==> config.mk <==
export PLATFORM = sky130hd
export DESIGN_NAME = xfer_unit_engine
export DESIGN_NICKNAME = d
export VERILOG_FILES = /design/src/rtl/xfer_pkg.sv /design/src/rtl/xfer_width_calc.sv /design/src/rtl/xfer_lane_align.sv /design/src/rtl/xfer_pack_buf.sv /design/src/rtl/xfer_unit_engine.sv
export SDC_FILE = /design/constraint.sdc
export NUM_CORES = 1
export LEC_CHECK = 0
export BUFFER_PORTS_ARGS = -buffer_cell sky130_fd_sc_hd__buf_2
export CORE_ASPECT_RATIO = 1.2
export CORE_MARGIN = 5
export CORE_UTILIZATION = 30
export DETAILED_ROUTE_END_ITERATION = 12
export GPL_TIMING_DRIVEN = 1
export SLEW_MARGIN = 25
export SYNTH_ARGS = -nofsm -noshare
export SYNTH_HDL_FRONTEND = slang
export SYNTH_SLANG_ARGS = --single-unit
==> constraint.sdc <==
create_clock -name clk -period 9.45 [get_ports clk]
set_input_delay 0.4725 -clock clk [delete_from_list [all_inputs] [get_ports clk]]
set_output_delay 0.4725 -clock clk [all_outputs]
set_load 0.02 [all_outputs]
==> src/rtl/xfer_pkg.sv <==
package xfer_pkg;
  localparam int CTL_CNT_W   = 12;
  localparam int CTL_CODE_W  = 3;
  localparam int CTL_SW_LSB  = 18;
  localparam int CTL_DW_LSB  = 21;
  localparam int CTL_SRC_INC = 26;
  localparam int CTL_DST_INC = 27;
  localparam int CTL_TC_REQ  = 31;
  localparam int LINK_IDX_W  = 2;

  typedef enum logic [2:0] {
    ST_IDLE,
    ST_RD_REQ,
    ST_RD_WAIT,
    ST_WR_REQ,
    ST_LL_REQ,
    ST_LL_WAIT,
    ST_FIN
  } xfer_state_e;

  // Descriptor fetch order: source, destination, control, then link last.
  function automatic logic [3:0] link_field_ofs(input logic [LINK_IDX_W-1:0] idx);
    case (idx)
      2'd0:    return 4'd0;
      2'd1:    return 4'd4;
      2'd2:    return 4'd12;
      default: return 4'd8;
    endcase
  endfunction
endpackage

==> src/rtl/xfer_width_calc.sv <==
module xfer_width_calc #(
  parameter int LANE_W = 2,
  parameter int CODE_W = 3,
  localparam int LOG_W = $clog2(LANE_W + 1),
  localparam int NCNT_W = LANE_W + 1
) (
  input  logic [CODE_W-1:0] sw_code,
  input  logic [CODE_W-1:0] dw_code,
  output logic [LOG_W-1:0]  sw_log,
  output logic [LOG_W-1:0]  dw_log,
  output logic [NCNT_W-1:0] n_rd,
  output logic [NCNT_W-1:0] n_wr
);
  logic [CODE_W-1:0] sw_sat, dw_sat;

  always_comb begin
    sw_sat = (sw_code > CODE_W'(LANE_W)) ? CODE_W'(LANE_W) : sw_code;
    dw_sat = (dw_code > CODE_W'(LANE_W)) ? CODE_W'(LANE_W) : dw_code;
    sw_log = sw_sat[LOG_W-1:0];
    dw_log = dw_sat[LOG_W-1:0];
    n_rd = (dw_log > sw_log) ? (NCNT_W'(1) << (dw_log - sw_log)) : NCNT_W'(1);
    n_wr = (sw_log > dw_log) ? (NCNT_W'(1) << (sw_log - dw_log)) : NCNT_W'(1);
  end
endmodule

==> src/rtl/xfer_lane_align.sv <==
module xfer_lane_align #(
  parameter int DATA_W = 32,
  localparam int LANES = DATA_W / 8,
  localparam int LANE_W = $clog2(LANES),
  localparam int LOG_W = $clog2(LANE_W + 1)
) (
  input  logic [DATA_W-1:0] rd_word,
  input  logic [LANE_W-1:0] rd_lane,
  output logic [DATA_W-1:0] rd_item,
  input  logic [DATA_W-1:0] wr_item,
  input  logic [LANE_W-1:0] wr_lane,
  input  logic [LOG_W-1:0]  wr_log,
  output logic [DATA_W-1:0] wr_word,
  output logic [LANES-1:0]  wr_be
);
  assign rd_item = rd_word >> {rd_lane, 3'b000};
  assign wr_word = wr_item << {wr_lane, 3'b000};

  for (genvar g = 0; g < LANES; g++) begin : g_be
    assign wr_be[g] = (g >= int'(wr_lane)) && (g < int'(wr_lane) + (1 << wr_log));
  end
endmodule

==> src/rtl/xfer_pack_buf.sv <==
module xfer_pack_buf #(
  parameter int DATA_W = 32,
  localparam int LANES = DATA_W / 8,
  localparam int LANE_W = $clog2(LANES),
  localparam int LOG_W = $clog2(LANE_W + 1)
) (
  input  logic              clk,
  input  logic              rst_n,
  input  logic              load_en,
  input  logic [LANE_W-1:0] load_ofs,
  input  logic [LOG_W-1:0]  load_log,
  input  logic [DATA_W-1:0] load_data,
  input  logic [LANE_W-1:0] take_ofs,
  output logic [DATA_W-1:0] take_data
);
  logic [DATA_W-1:0] placed;
  logic [DATA_W-1:0] flat;

  assign placed = load_data << {load_ofs, 3'b000};

  for (genvar g = 0; g < LANES; g++) begin : g_byte
    logic [7:0] byte_q;
    logic       hit;
    assign hit = load_en && (g >= int'(load_ofs)) && (g < int'(load_ofs) + (1 << load_log));
    always_ff @(posedge clk or negedge rst_n) begin
      if (!rst_n)   byte_q <= '0;
      else if (hit) byte_q <= placed[8*g +: 8];
    end
    assign flat[8*g +: 8] = byte_q;
  end

  assign take_data = flat >> {take_ofs, 3'b000};
endmodule

==> src/rtl/xfer_unit_engine.sv <==
module xfer_unit_engine
  import xfer_pkg::*;
#(
  parameter int ADDR_W = 32,
  parameter int DATA_W = 32
) (
  input  logic              clk,
  input  logic              rst_n,
  input  logic              start,
  input  logic [ADDR_W-1:0] in_src,
  input  logic [ADDR_W-1:0] in_dst,
  input  logic [ADDR_W-1:0] in_link,
  input  logic [DATA_W-1:0] in_ctrl,
  input  logic              in_en,
  output logic              busy,
  output logic              done,
  output logic              tc_evt,
  output logic [ADDR_W-1:0] out_src,
  output logic [ADDR_W-1:0] out_dst,
  output logic [ADDR_W-1:0] out_link,
  output logic [DATA_W-1:0] out_ctrl,
  output logic              out_en,
  output logic              mem_req_valid,
  input  logic              mem_req_ready,
  output logic              mem_req_we,
  output logic [ADDR_W-1:0] mem_req_addr,
  output logic [DATA_W-1:0] mem_req_wdata,
  output logic [DATA_W/8-1:0] mem_req_be,
  input  logic              mem_rsp_valid,
  input  logic [DATA_W-1:0] mem_rsp_rdata
);
  localparam int LANES  = DATA_W / 8;
  localparam int LANE_W = $clog2(LANES);
  localparam int LOG_W  = $clog2(LANE_W + 1);
  localparam int NCNT_W = LANE_W + 1;

  xfer_state_e           state_q;
  logic [ADDR_W-1:0]     src_q, dst_q, lnk_q;
  logic [DATA_W-1:0]     ctl_q;
  logic                  en_q, tc_q;
  logic [LANE_W-1:0]     rd_idx, wr_idx;
  logic [LINK_IDX_W-1:0] ll_idx;

  logic [LOG_W-1:0]      sw_log, dw_log;
  logic [NCNT_W-1:0]     n_rd, n_wr;
  logic                  rd_last, wr_last;
  logic [ADDR_W-1:0]     sw_bytes, dw_bytes;
  logic [CTL_CNT_W-1:0]  cnt_next;
  logic [DATA_W-1:0]     rd_item, buf_out, wr_word;
  logic [LANES-1:0]      wr_be;
  logic [LANE_W-1:0]     rd_ofs, wr_ofs;
  logic                  buf_load;

  xfer_width_calc #(.LANE_W(LANE_W), .CODE_W(CTL_CODE_W)) u_width (
    .sw_code (ctl_q[CTL_SW_LSB +: CTL_CODE_W]),
    .dw_code (ctl_q[CTL_DW_LSB +: CTL_CODE_W]),
    .sw_log  (sw_log),
    .dw_log  (dw_log),
    .n_rd    (n_rd),
    .n_wr    (n_wr)
  );

  assign rd_ofs   = rd_idx << sw_log;
  assign wr_ofs   = wr_idx << dw_log;
  assign buf_load = (state_q == ST_RD_WAIT) && mem_rsp_valid;

  xfer_pack_buf #(.DATA_W(DATA_W)) u_buf (
    .clk       (clk),
    .rst_n     (rst_n),
    .load_en   (buf_load),
    .load_ofs  (rd_ofs),
    .load_log  (sw_log),
    .load_data (rd_item),
    .take_ofs  (wr_ofs),
    .take_data (buf_out)
  );

  xfer_lane_align #(.DATA_W(DATA_W)) u_lane (
    .rd_word (mem_rsp_rdata),
    .rd_lane (src_q[LANE_W-1:0]),
    .rd_item (rd_item),
    .wr_item (buf_out),
    .wr_lane (dst_q[LANE_W-1:0]),
    .wr_log  (dw_log),
    .wr_word (wr_word),
    .wr_be   (wr_be)
  );

  assign rd_last  = ({1'b0, rd_idx} == n_rd - NCNT_W'(1));
  assign wr_last  = ({1'b0, wr_idx} == n_wr - NCNT_W'(1));
  assign sw_bytes = ADDR_W'(1) << sw_log;
  assign dw_bytes = ADDR_W'(1) << dw_log;
  assign cnt_next = ctl_q[CTL_CNT_W-1:0] - CTL_CNT_W'(1);

  always_comb begin
    mem_req_valid = 1'b0;
    mem_req_we    = 1'b0;
    mem_req_addr  = '0;
    mem_req_wdata = '0;
    mem_req_be    = '0;
    case (state_q)
      ST_RD_REQ: begin
        mem_req_valid = 1'b1;
        mem_req_addr  = src_q;
      end
      ST_WR_REQ: begin
        mem_req_valid = 1'b1;
        mem_req_we    = 1'b1;
        mem_req_addr  = dst_q;
        mem_req_wdata = wr_word;
        mem_req_be    = wr_be;
      end
      ST_LL_REQ: begin
        mem_req_valid = 1'b1;
        mem_req_addr  = lnk_q + ADDR_W'(link_field_ofs(ll_idx));
      end
      default: ;
    endcase
  end

  always_ff @(posedge clk or negedge rst_n) begin
    if (!rst_n) begin
      state_q <= ST_IDLE;
      src_q   <= '0;
      dst_q   <= '0;
      lnk_q   <= '0;
      ctl_q   <= '0;
      en_q    <= 1'b0;
      tc_q    <= 1'b0;
      rd_idx  <= '0;
      wr_idx  <= '0;
      ll_idx  <= '0;
    end else begin
      case (state_q)
        ST_IDLE: if (start) begin
          src_q  <= in_src;
          dst_q  <= in_dst;
          lnk_q  <= in_link;
          ctl_q  <= in_ctrl;
          en_q   <= in_en;
          tc_q   <= 1'b0;
          rd_idx <= '0;
          wr_idx <= '0;
          ll_idx <= '0;
          state_q <= (in_ctrl[CTL_CNT_W-1:0] == '0) ? ST_FIN : ST_RD_REQ;
        end
        ST_RD_REQ: if (mem_req_ready) state_q <= ST_RD_WAIT;
        ST_RD_WAIT: if (mem_rsp_valid) begin
          if (ctl_q[CTL_SRC_INC]) src_q <= src_q + sw_bytes;
          if (rd_last) state_q <= ST_WR_REQ;
          else begin
            rd_idx  <= rd_idx + LANE_W'(1);
            state_q <= ST_RD_REQ;
          end
        end
        ST_WR_REQ: if (mem_req_ready) begin
          if (ctl_q[CTL_DST_INC]) dst_q <= dst_q + dw_bytes;
          if (wr_last) begin
            ctl_q[CTL_CNT_W-1:0] <= cnt_next;
            if (cnt_next == '0) begin
              tc_q <= ctl_q[CTL_TC_REQ];
              if (lnk_q != '0) state_q <= ST_LL_REQ;
              else begin
                en_q    <= 1'b0;
                state_q <= ST_FIN;
              end
            end else begin
              state_q <= ST_FIN;
            end
          end else begin
            wr_idx <= wr_idx + LANE_W'(1);
          end
        end
        ST_LL_REQ: if (mem_req_ready) state_q <= ST_LL_WAIT;
        ST_LL_WAIT: if (mem_rsp_valid) begin
          case (ll_idx)
            2'd0:    src_q <= ADDR_W'(mem_rsp_rdata);
            2'd1:    dst_q <= ADDR_W'(mem_rsp_rdata);
            2'd2:    ctl_q <= mem_rsp_rdata;
            default: lnk_q <= ADDR_W'(mem_rsp_rdata);
          endcase
          if (ll_idx == LINK_IDX_W'(3)) state_q <= ST_FIN;
          else begin
            ll_idx  <= ll_idx + LINK_IDX_W'(1);
            state_q <= ST_LL_REQ;
          end
        end
        ST_FIN:  state_q <= ST_IDLE;
        default: state_q <= ST_IDLE;
      endcase
    end
  end

  assign busy     = (state_q != ST_IDLE);
  assign done     = (state_q == ST_FIN);
  assign tc_evt   = done && tc_q;
  assign out_src  = src_q;
  assign out_dst  = dst_q;
  assign out_link = lnk_q;
  assign out_ctrl = ctl_q;
  assign out_en   = en_q;
endmodule

==> impl_metrics.ini, run 1 <==
[hold_path]
hold_depth = 3
hold_end = out_link[2]$_DFFE_PN0P_
hp-start = in_link[2]
hold_path_class = input port to flip-flop

[placed_design]
gp_congestion = 0.924
io_buffers = 367
dpl.hpwl_um = 49400

[global_routing]
grt_max_degree = 66
grt_first_pass_wirelength_um = 93300
gr-total-overflow = 0
gr-usage-all-layers = 0.257
grt_pass1_vias = 13862
antenna_found_initial = 17

[timing]
finClkSkew_ps = 22.4
drv_slew = 0
holdWs_ps = 280
clock.fmax_mhz = 241
slew-limit-headroom = 0.200
fin_crit_sh = 0.439
tightest_slew_ps = 1190
timing.setup.tns_ps = 0
grt_setup_unrepaired = false
finalSetupViolations = 0
hold_viol = 0
period_needed_ps = 4150

[power_and_ir_drop]
p_comb_frac = 0.584
power.share.clock = 0.127
internal-power_mw = 2.77
vdd_drop_max_uv = 156
power.density_nw_per_um2 = 374
switching_power_mw = 3.26
p_leak_nw = 7.34
power_frac_seq = 0.289
swShare = 0.541

[critical_path]
crit_chain = nand2b_1 > buf_4 > or2_2 > inv_2 > buf_4 > nand2_1 > nor2_2 > a22o_1 > a21o_1 > buf_2
cp_slowest_cell = dfrtp_1
reg2regPathDepth = 13
regToRegEndpoint = out_ctrl[1]$_DFFE_PN0P_
setup.worst_path.start_class = flip-flop
path_max_fanout = 36
r2r_slack_ps = 5480
crit_type = flip-flop to output pin
cp.required_ps = 8980
critPathMaxStageDelay_ps = 790
rr_startpoint = out_ctrl[19]$_DFFE_PN0P_
end_kind = output pin
crit_buf_inv = 4
crit_arrival_ps = 3670
crit_top_cell = buf_4
cpLargestDelayFamily = simple AND/OR/NAND/NOR gates

[synthesis]
avgSynthCellArea_um2 = 8.41
synth-main-ff-cell = dfrtp_1
synth_warnings = 0
netlist_area_um2 = 13200
ys_ff_latch = 171
synth_cell_types = 78
yosysSeqAreaShare = 0.324
ys_async_sr_fraction = 1.00
synth-edff-count = 0
synthCells = 1572

[route]
wl_per_cell_um = 26.6
drc = 0
drt_iter0_markers = 1412
drt_first_pass_iters = 12
drt_wl_total_um = 65200
viasPerCell = 5.95
num_vias = 14582
ant_nets = 0

[clocking]
cts.path.max_buffers = 2
clkSinkCount = 171
clk_pin_slew_ps = 90
cts_tree = done
clk_latency_ps = 470
htreeDepth = 4
cts_made_buffers = 17
cts_root_buf = clkbuf_16
post_cts_resized = 0

[finish]
nets = 2066
fill_cells = 4610
drive_gt1_frac = 0.271
syn_to_final_growth_pct = 22.0

[flow_run]
maxCapViolCount = 0

[floorplanning]
initial_core_util = 0.302
num_rows = 84
io_pins = 368
dieArea_um2 = 48400
die_w_um = 202
fp.coreArea_um2 = 43700
die_h_um = 240

[status]
status = complete, no violations
## layer usage
layer  track usage  vias up  share of wire
li1              -     6481              -
met1         0.326     7168           0.39
met5             0        -         0.0014
met2         0.418      769           0.47
met3        0.0633      152          0.093
met4         0.111       12          0.046
## how the worst max path moves through the flow
stage               cells past startpoint                     start  slack (ps)                      end
finish                                 10    state_q[0]$_DFFE_PN0P_        5300        mem_req_wdata[21]
floorplan                              14  out_ctrl[19]$_DFFE_PN0P_        5800  out_ctrl[1]$_DFFE_PN0P_
CTS                                    10    state_q[0]$_DFFE_PN0P_        5340        mem_req_wdata[22]
global placement                       13  out_ctrl[19]$_DFFE_PN0P_        5640  out_ctrl[1]$_DFFE_PN0P_
detailed placement                     13  out_ctrl[19]$_DFFE_PN0P_        5520  out_ctrl[1]$_DFFE_PN0P_
global route                           10    state_q[0]$_DFFE_PN0P_        5090        mem_req_wdata[22]
## final cells by class
cell class | instances | area (um2) | area share
clock inverter | 12 | 149 | 0.00923
antenna | 7 | 17.5 | 0.00109
multi-input combinational | 1255 | 8330 | 0.516
timing repair buffer | 391 | 2070 | 0.128
sequential | 171 | 4280 | 0.265
inverter | 37 | 139 | 0.00861
tap | 559 | 699 | 0.0434
clock buffer | 20 | 457 | 0.0283
## flip-flops by register name, indices dropped and copies added (netlist names)
name	cells
state_q	3
rd_idx	2
out_ctrl	32
ll_idx	2
out_link	32
out_dst	32
u_buf.g_byte.byte_q	32
out_src	32
tc_q	1
out_en	1
wr_idx	2
## cell usage after synthesis, drive strengths merged, types with 11 or more instances
cell | n | area share
o21ai | 151 | 0.057
nor4 | 19 | 0.012
and2 | 57 | 0.027
nand2 | 150 | 0.043
mux2 | 40 | 0.034
nand4 | 19 | 0.010
nor2b | 12 | 0.0057
nor2 | 91 | 0.027
nor3 | 31 | 0.015
o22ai | 56 | 0.026
and3 | 29 | 0.014
a21o | 25 | 0.014
a211oi | 11 | 0.0072
a31oi | 14 | 0.0066
a22o | 34 | 0.023
xor2 | 25 | 0.017
nand3 | 41 | 0.016
inv | 37 | 0.011
buf | 53 | 0.024
ha | 21 | 0.020
a221oi | 17 | 0.013
dfrtp | 171 | 0.32
xnor2 | 13 | 0.0086
a21oi | 173 | 0.066
o31ai | 16 | 0.0091
o31a | 21 | 0.014
mux2i | 73 | 0.055
clkbuf | 57 | 0.016
## cells by family (layout without fill, tap and decap cells)
logic type      Yosys count  count (layout)  share of synthesized area
compound gates          568             568                      0.273
simple gates            500             500                      0.197
flops                   171             171                      0.324
buf+inv                 147             460                     0.0511
mux                     120             120                      0.101
xor+xnor                 38              38                     0.0252
fa+ha+maj                27              27                     0.0290
other cells               1               9                   0.000284
## cells in the final DEF (no fill, tap or decap), types with 7 or more instances in the layout
master / n
nor2_1: 84
diode_2: 7
mux2i_1: 73
and2_1: 57
o31ai_1: 16
nor3_1: 24
buf_2: 366
mux2_2: 40
nor2b_1: 12
or2_2: 7
ha_1: 21
a21o_1: 25
or3_1: 9
nand2_1: 149
and3_1: 29
a31oi_1: 14
a221oi_1: 16
nand3_1: 40
buf_4: 21
o21ai_0: 147
a222oi_1: 9
o31a_1: 21
o22ai_1: 56
mux4_2: 7
a22o_1: 34
a221o_1: 10
clkbuf_16: 17
a211oi_1: 10
inv_1: 35
a21oi_1: 170
xnor2_1: 13
nand4_1: 18
dfrtp_1: 170
nor4_1: 16
xor2_1: 25
nand2b_1: 10
## timing repair
item / in CTS / in global routing
hold buffers: 1 / 0
setup buffers: 0 / 0
hold endpoints to repair: 32 / 0
## per-stage QoR
stage	area [um2]	power, mW	cells	setup slack [ps]	utilization
after global routing	16100	6.37	2451	5090	0.369
after floorplan	13200	3.90	1573	5800	-
final	16100	6.03	2452	5300	0.369
after CTS	16100	5.97	2444	5340	0.368
after global placement	15400	5.12	2410	5640	0.353
after detailed placement	15500	5.20	2411	5520	0.354
## tightest hold or removal path: stages
cell and delay (ps):
buf_2 80, a21oi_1 50, o21ai_1 110
## power by group through the flow
| stage | Clock (mW) | Combinational (mW) | Sequential (mW) |
|---|---|---|---|
| 4_1_cts | 0.771 | 3.48 | 1.72 |
| 3_3_place_gp | 0 | 3.40 | 1.71 |
| 3_5_place_dp | 0 | 3.47 | 1.73 |
| 5_1_grt | 0.801 | 3.79 | 1.78 |
| 6_report | 0.765 | 3.52 | 1.74 |
| 2_1_floorplan | 0 | 2.17 | 1.73 |
(Power assumes the default switching activity.)
==> run 2, diff against run 1 <==
==> constraint.sdc (replaced) <==
create_clock -name clk -period 4.06 [get_ports clk]
set_input_delay 0.203 -clock clk [delete_from_list [all_inputs] [get_ports clk]]
set_output_delay 0.203 -clock clk [all_outputs]
set_load 0.02 [all_outputs]
==> run 2 against run 1 <==
  * Clock power increased by 110%
  * Flip-flop and latch count unchanged
  * Combinational power increased by 130%
  * Worst hold slack got worse by 260 ps
  * Global-route usage about the same
  * Register-to-register slack got worse by 5300 ps
  * Total power increased by 130%
  * Critical path depth increased by 3
  * Cell area decreased by 0.21%
  * First-iteration DRC count increased by 3.5%
  * Clock skew decreased by 9.7 ps
  * Critical endpoint is now out_ctrl[1]$_DFFE_PN0P_
==> impl_metrics.ini, run 2 (same netlist as run 1, synthesis figures left out) <==
[critical_path]
setup.worst_path.start_class = flip-flop
cpLargestDelayFamily = compound AO/OA/AOI/OAI gates
critPathMaxStageDelay_ps = 550
end_kind = flip-flop
crit_buf_inv = 1
crit_top_cell = nor2_1
cp.required_ps = 4390
crit_chain = or2_1 > inv_1 > nand2_1 > nor2_1 > fa_1 > o21a_1 > nor2_1 > ha_1 > xor2_1 > nand4_1 > a211o_4 > a2111oi_4 > a21oi_1
cp_slowest_cell = a211o_4
crit_type = flip-flop to flip-flop
crit_arrival_ps = 4170
path_max_fanout = 16

[floorplanning]
die_h_um = 240
num_rows = 84
io_pins = 368
fp.coreArea_um2 = 43700
dieArea_um2 = 48400
initial_core_util = 0.302
die_w_um = 202

[clocking]
cts.path.max_buffers = 2
clkSinkCount = 171
htreeDepth = 4
cts_root_buf = clkbuf_16
cts_tree = done
cts_made_buffers = 17
clk_pin_slew_ps = 70
post_cts_resized = 0
clk_latency_ps = 460

[global_routing]
grt_first_pass_wirelength_um = 93600
grt_max_degree = 87
gr-total-overflow = 0
antenna_found_initial = 16
gr-usage-all-layers = 0.257
grt_pass1_vias = 13975

[finish]
mostFrequentLayoutCell = buf_2
fill_cells = 4608
drive_gt1_frac = 0.272
mostFrequentLayoutCells = 366 x buf_2, 171 x a21oi_1, 170 x dfrtp_1, 149 x nand2_1, 147 x o21ai_0
nets = 2072
syn_to_final_growth_pct = 21.8
post-route-util = 0.368
stdcell_count = 2458

[timing]
tightest_slew_ps = 952
finClkSkew_ps = 12.7
fin_crit_sh = 0.946
drv_slew = 0
hold_viol = 0
period_needed_ps = 3840
grt_setup_unrepaired = false
clock.fmax_mhz = 260
timing.setup.tns_ps = 0
slew-limit-headroom = 0.365
worst_slack_ps = 219
finalSetupViolations = 0

[route]
drt_wl_total_um = 65000
wl_per_cell_um = 26.5
drt_iter0_markers = 1461
viasPerCell = 5.94
drc = 0
ant_nets = 0
num_vias = 14589
drt_first_pass_iters = 5

[power_and_ir_drop]
power.density_nw_per_um2 = 860
vdd_drop_max_uv = 366
p_comb_frac = 0.588
p_leak_nw = 7.32
power.share.clock = 0.117
switching_power_mw = 7.53
power_frac_seq = 0.295
internal-power_mw = 6.32
swShare = 0.544
total_power_mw = 13.8

[placed_design]
io_buffers = 367
placedCellCount = 2417
gp_congestion = 0.971
dpl_worst_slack_ps = 289
dpl.hpwl_um = 49900

[hold_path]
hold_path_class = input port to flip-flop

[status]
status = complete, no violations

[flow_run]
maxCapViolCount = 0
[run 2: changes by cell type in the layout (fill, tap and decap cells not counted), moves of 2 or more]
cell | before | now
buf_4 | 21 | 27
clkinv_2 | 0 | 4
clkinv_4 | 3 | 0
clkinvlp_4 | 1 | 4
inv_6 | 5 | 2
buf_16 | 2 | 0
diode_2 | 7 | 9
[run 2: power by group through the flow]
| stage | Sequential (mW) | Clock [mW] | Combinational (mW) |
|---|---|---|---|
| global placement | 4.01 | 0 | 7.92 |
| global route | 4.16 | 1.71 | 8.77 |
| CTS | 4.01 | 1.64 | 8.08 |
| detailed placement | 4.04 | 0 | 8.05 |
| floorplan | 4.02 | 0 | 5.06 |
| finish | 4.08 | 1.63 | 8.14 |
[run 2: worst reg2reg max path, cell delays in order (launching register included)]
cell	delay, ps
dfrtp_1	440
or2_1	290
inv_1	150
nand2_1	110
nor2_1	140
fa_1	460
o21a_1	230
nor2_1	100
ha_1	250
xor2_1	210
nand4_1	390
a211o_4	560
a2111oi_4	330
a21oi_1	60
[run 2: worst paths after layout]
kind / startpoint / to / slack [ps] / cells after the start
worst max-delay path: out_ctrl[22]$_DFFE_PN0P_ / out_ctrl[1]$_DFFE_PN0P_ / 220 / 13
worst min-delay path: in_link[2] / out_link[2]$_DFFE_PN0P_ / 20 / 3
worst max register to register: out_ctrl[22]$_DFFE_PN0P_ / out_ctrl[1]$_DFFE_PN0P_ / 220 / 13
worst min register to register: tc_q$_DFFE_PN0P_ / tc_q$_DFFE_PN0P_ / 530 / 2
max in group asynchronous: rst_n / out_link[10]$_DFFE_PN0P_ / 2640 / 3
min in group asynchronous: rst_n / out_src[19]$_DFFE_PN0P_ / 380 / 2
[run 2: timing repair]
item                                   CTS  global route
endpoints found under the hold margin   84             0
hold buffers                             1             0
buffers inserted                         0             0
[run 2: cell type report]
cell class | instances | area (um2) | area share
diodes | 9 | 22.5 | 0.00140
clock buffers | 19 | 443 | 0.0275
clock inverters | 11 | 97.6 | 0.00606
inverters | 37 | 139 | 0.00863
multi-input cells | 1255 | 8330 | 0.517
flip-flops and latches | 171 | 4280 | 0.266
well taps | 559 | 699 | 0.0434
repair buffers | 397 | 2090 | 0.130
[run 2: layer usage]
layer / GRT usage / routed length [um]
met1: 0.325 / 25500
met4: 0.119 / 3040
met3: 0.0606 / 5700
met2: 0.418 / 30700
met5: 0 / 57
[run 2: through the flow]
| step | area [um2] | hold WS [ps] |
|---|---|---|
| detailed placement | 15500 | 349 |
| CTS | 16100 | 7.03 |
| global placement | 15500 | 343 |
| floorplan | 13200 | -92.6 |
| finish | 16100 | 23.3 |
| global route | 16100 | 17.3 |
==> run 3, diff against run 2 <==
--- a/config.mk
+++ b/config.mk
@@ -9,6 +9,7 @@
 export CORE_ASPECT_RATIO = 1.2
 export CORE_MARGIN = 5
 export CORE_UTILIZATION = 30
+export CTS_BUF_LIST = sky130_fd_sc_hd__clkbuf_16
 export DETAILED_ROUTE_END_ITERATION = 12
 export GPL_TIMING_DRIVEN = 1
 export SLEW_MARGIN = 25
==> constraint.sdc (replaced) <==
create_clock -name clk -period 4.06 [get_ports clk]
set_input_delay 0.812 -clock clk [delete_from_list [all_inputs] [get_ports clk]]
set_output_delay 0.812 -clock clk [all_outputs]
set_load 0.02 [all_outputs]
==> run 3 against run 2 <==
  * Sequential power fell by 2%
  * Fmax decreased by 3.5%
  * Die area did not move
  * Critical endpoint is now mem_req_addr[25]
  * First-iteration DRC count grew 13%
==> impl_metrics.ini, run 3 (same netlist as run 1, synthesis figures left out) <==
[global_routing]
gr-total-overflow = 0
busiest_layer = met2
grt_max_degree = 68
grt_first_pass_wirelength_um = 94200
grt_use_met1 = 0.331
grt_util_met3 = 0.0505
antenna_found_initial = 22
grt_pass1_vias = 14078
gr-usage-all-layers = 0.259
use_met2 = 0.429

[critical_path]
end_kind = output pin
path_max_fanout = 6
crit_type = flip-flop to output pin
cp.required_ps = 3250
setup.worst_path.start_class = flip-flop
crit_arrival_ps = 3170

[route]
viasPerCell = 5.86
drt_wl_total_um = 65000
drt_iter0_markers = 1648
drt_first_pass_iters = 7
wl_per_cell_um = 26.3
drc = 0
num_vias = 14498
ant_nets = 0

[timing]
period_needed_ps = 3980
drv_slew = 0
fin_crit_sh = 0.980
finalSetupViolations = 0
tightest_slew_ps = 923
finClkSkew_ps = 17.0
slew-limit-headroom = 0.383
hold_viol = 0
clock.fmax_mhz = 251

[power_and_ir_drop]
power_frac_seq = 0.283
internal-power_mw = 6.54
swShare = 0.535
power.share.clock = 0.129
p_comb_frac = 0.588
switching_power_mw = 7.53
p_leak_nw = 7.42
vdd_drop_max_uv = 445
power.density_nw_per_um2 = 865

[finish]
drive_gt1_frac = 0.279
mostFrequentLayoutCell = buf_2
final_area_um2 = 16300
fill_cells = 4552
stdcell_count = 2472
nets = 2080
syn_to_final_growth_pct = 23.0
mostFrequentLayoutCells = 365 x buf_2, 171 x a21oi_1, 169 x dfrtp_1, 149 x nand2_1, 147 x o21ai_0

[clocking]
cts_root_buf = clkbuf_16
htreeDepth = 4
cts_made_buffers = 17
hold_buffers = 0
clk_pin_slew_ps = 70
clkSinkCount = 171
cts.path.max_buffers = 2
cts_tree = done
clk_latency_ps = 460

[hold_path]
hold_path_class = input port to asynchronous set/reset pin

[floorplanning]
dieArea_um2 = 48400
io_pins = 368
fp.coreArea_um2 = 43700
initial_core_util = 0.302
die_h_um = 240
die_w_um = 202
num_rows = 84

[placed_design]
placedCellCount = 2425
io_buffers = 367
placed_area_um2 = 15600
gp_congestion = 0.942
dpl.hpwl_um = 50000

[status]
status = complete, no violations

[flow_run]
maxCapViolCount = 0
==> run 3: layout make-up <==
type	count	area, um2	area share
multi-input combinational	1255	8350	0.513
sequential	171	4280	0.263
timing repair buffer	405	2140	0.132
tap	559	699	0.0430
clock buffer	17	425	0.0262
clock inverter	14	194	0.0119
inverter	37	139	0.00854
antenna	14	35.0	0.00215
==> run 3: through the flow <==
step	hold WS [ps]	util	power [mW]	TNS, ps	setup WS [ps]
global route	322	0.372	14.9	-7.30	-7.30
global placement	496	0.356	12.0	0	405
finish	277	0.372	14.1	0	79.2
CTS	300	0.370	14.0	0	43.9
detailed placement	515	0.356	12.1	0	318
floorplan	460	-	9.08	0	410
==> run 3: final timing paths <==
kind	start	cells past startpoint	slack (ps)	end
max	ll_idx[0]$_DFFE_PN0P_	11	80	mem_req_addr[25]
min reg2reg	u_buf.g_byte[1].byte_q[5]$_DFFE_PN0P_	1	530	u_buf.g_byte[1].byte_q[5]$_DFFE_PN0P_
min	rst_n	1	280	out_src[21]$_DFFE_PN0P_
max reg2reg	out_ctrl[22]$_DFFE_PN0P_	13	290	out_ctrl[1]$_DFFE_PN0P_
min in group clk	u_buf.g_byte[1].byte_q[5]$_DFFE_PN0P_	1	530	u_buf.g_byte[1].byte_q[5]$_DFFE_PN0P_
max in group asynchronous	rst_n	2	2740	out_link[21]$_DFFE_PN0P_
==> run 3: worst max-delay path, cell delays in order, from the launching register on <==
cell and delay, ps:
dfrtp_2 420, inv_1 70, ha_1 340, ha_1 210
a21o_1 180, nand4_1 260, nor4_4 360, buf_4 200
nand3_1 100, xor2_1 180, o22ai_2 190, buf_2 210
==> run 3: power by group through the flow <==
stage,logic [mW],clock network [mW],registers [mW]
2_1_floorplan,5.06,0,4.02
3_3_place_gp,8.09,0,3.91
3_5_place_dp,8.20,0,3.94
4_1_cts,8.23,1.85,3.92
5_1_grt,8.95,1.91,4.06
6_report,8.27,1.82,3.98
==> run 3: timing repair <==
item / 4_1_cts / 5_1_grt
setup endpoints to repair: 3 / 12
endpoints found under the hold margin: 0 / 0
pin swaps: 1 / 2
gates resized for setup: 1 / 6
setup buffers: 0 / 2
==> run 3: layer usage <==
metal  wire length [um]  part of all wire
met1              25700              0.40
met5                 50           0.00077
met3               5350             0.082
met2              31300              0.48
met4               2600             0.040
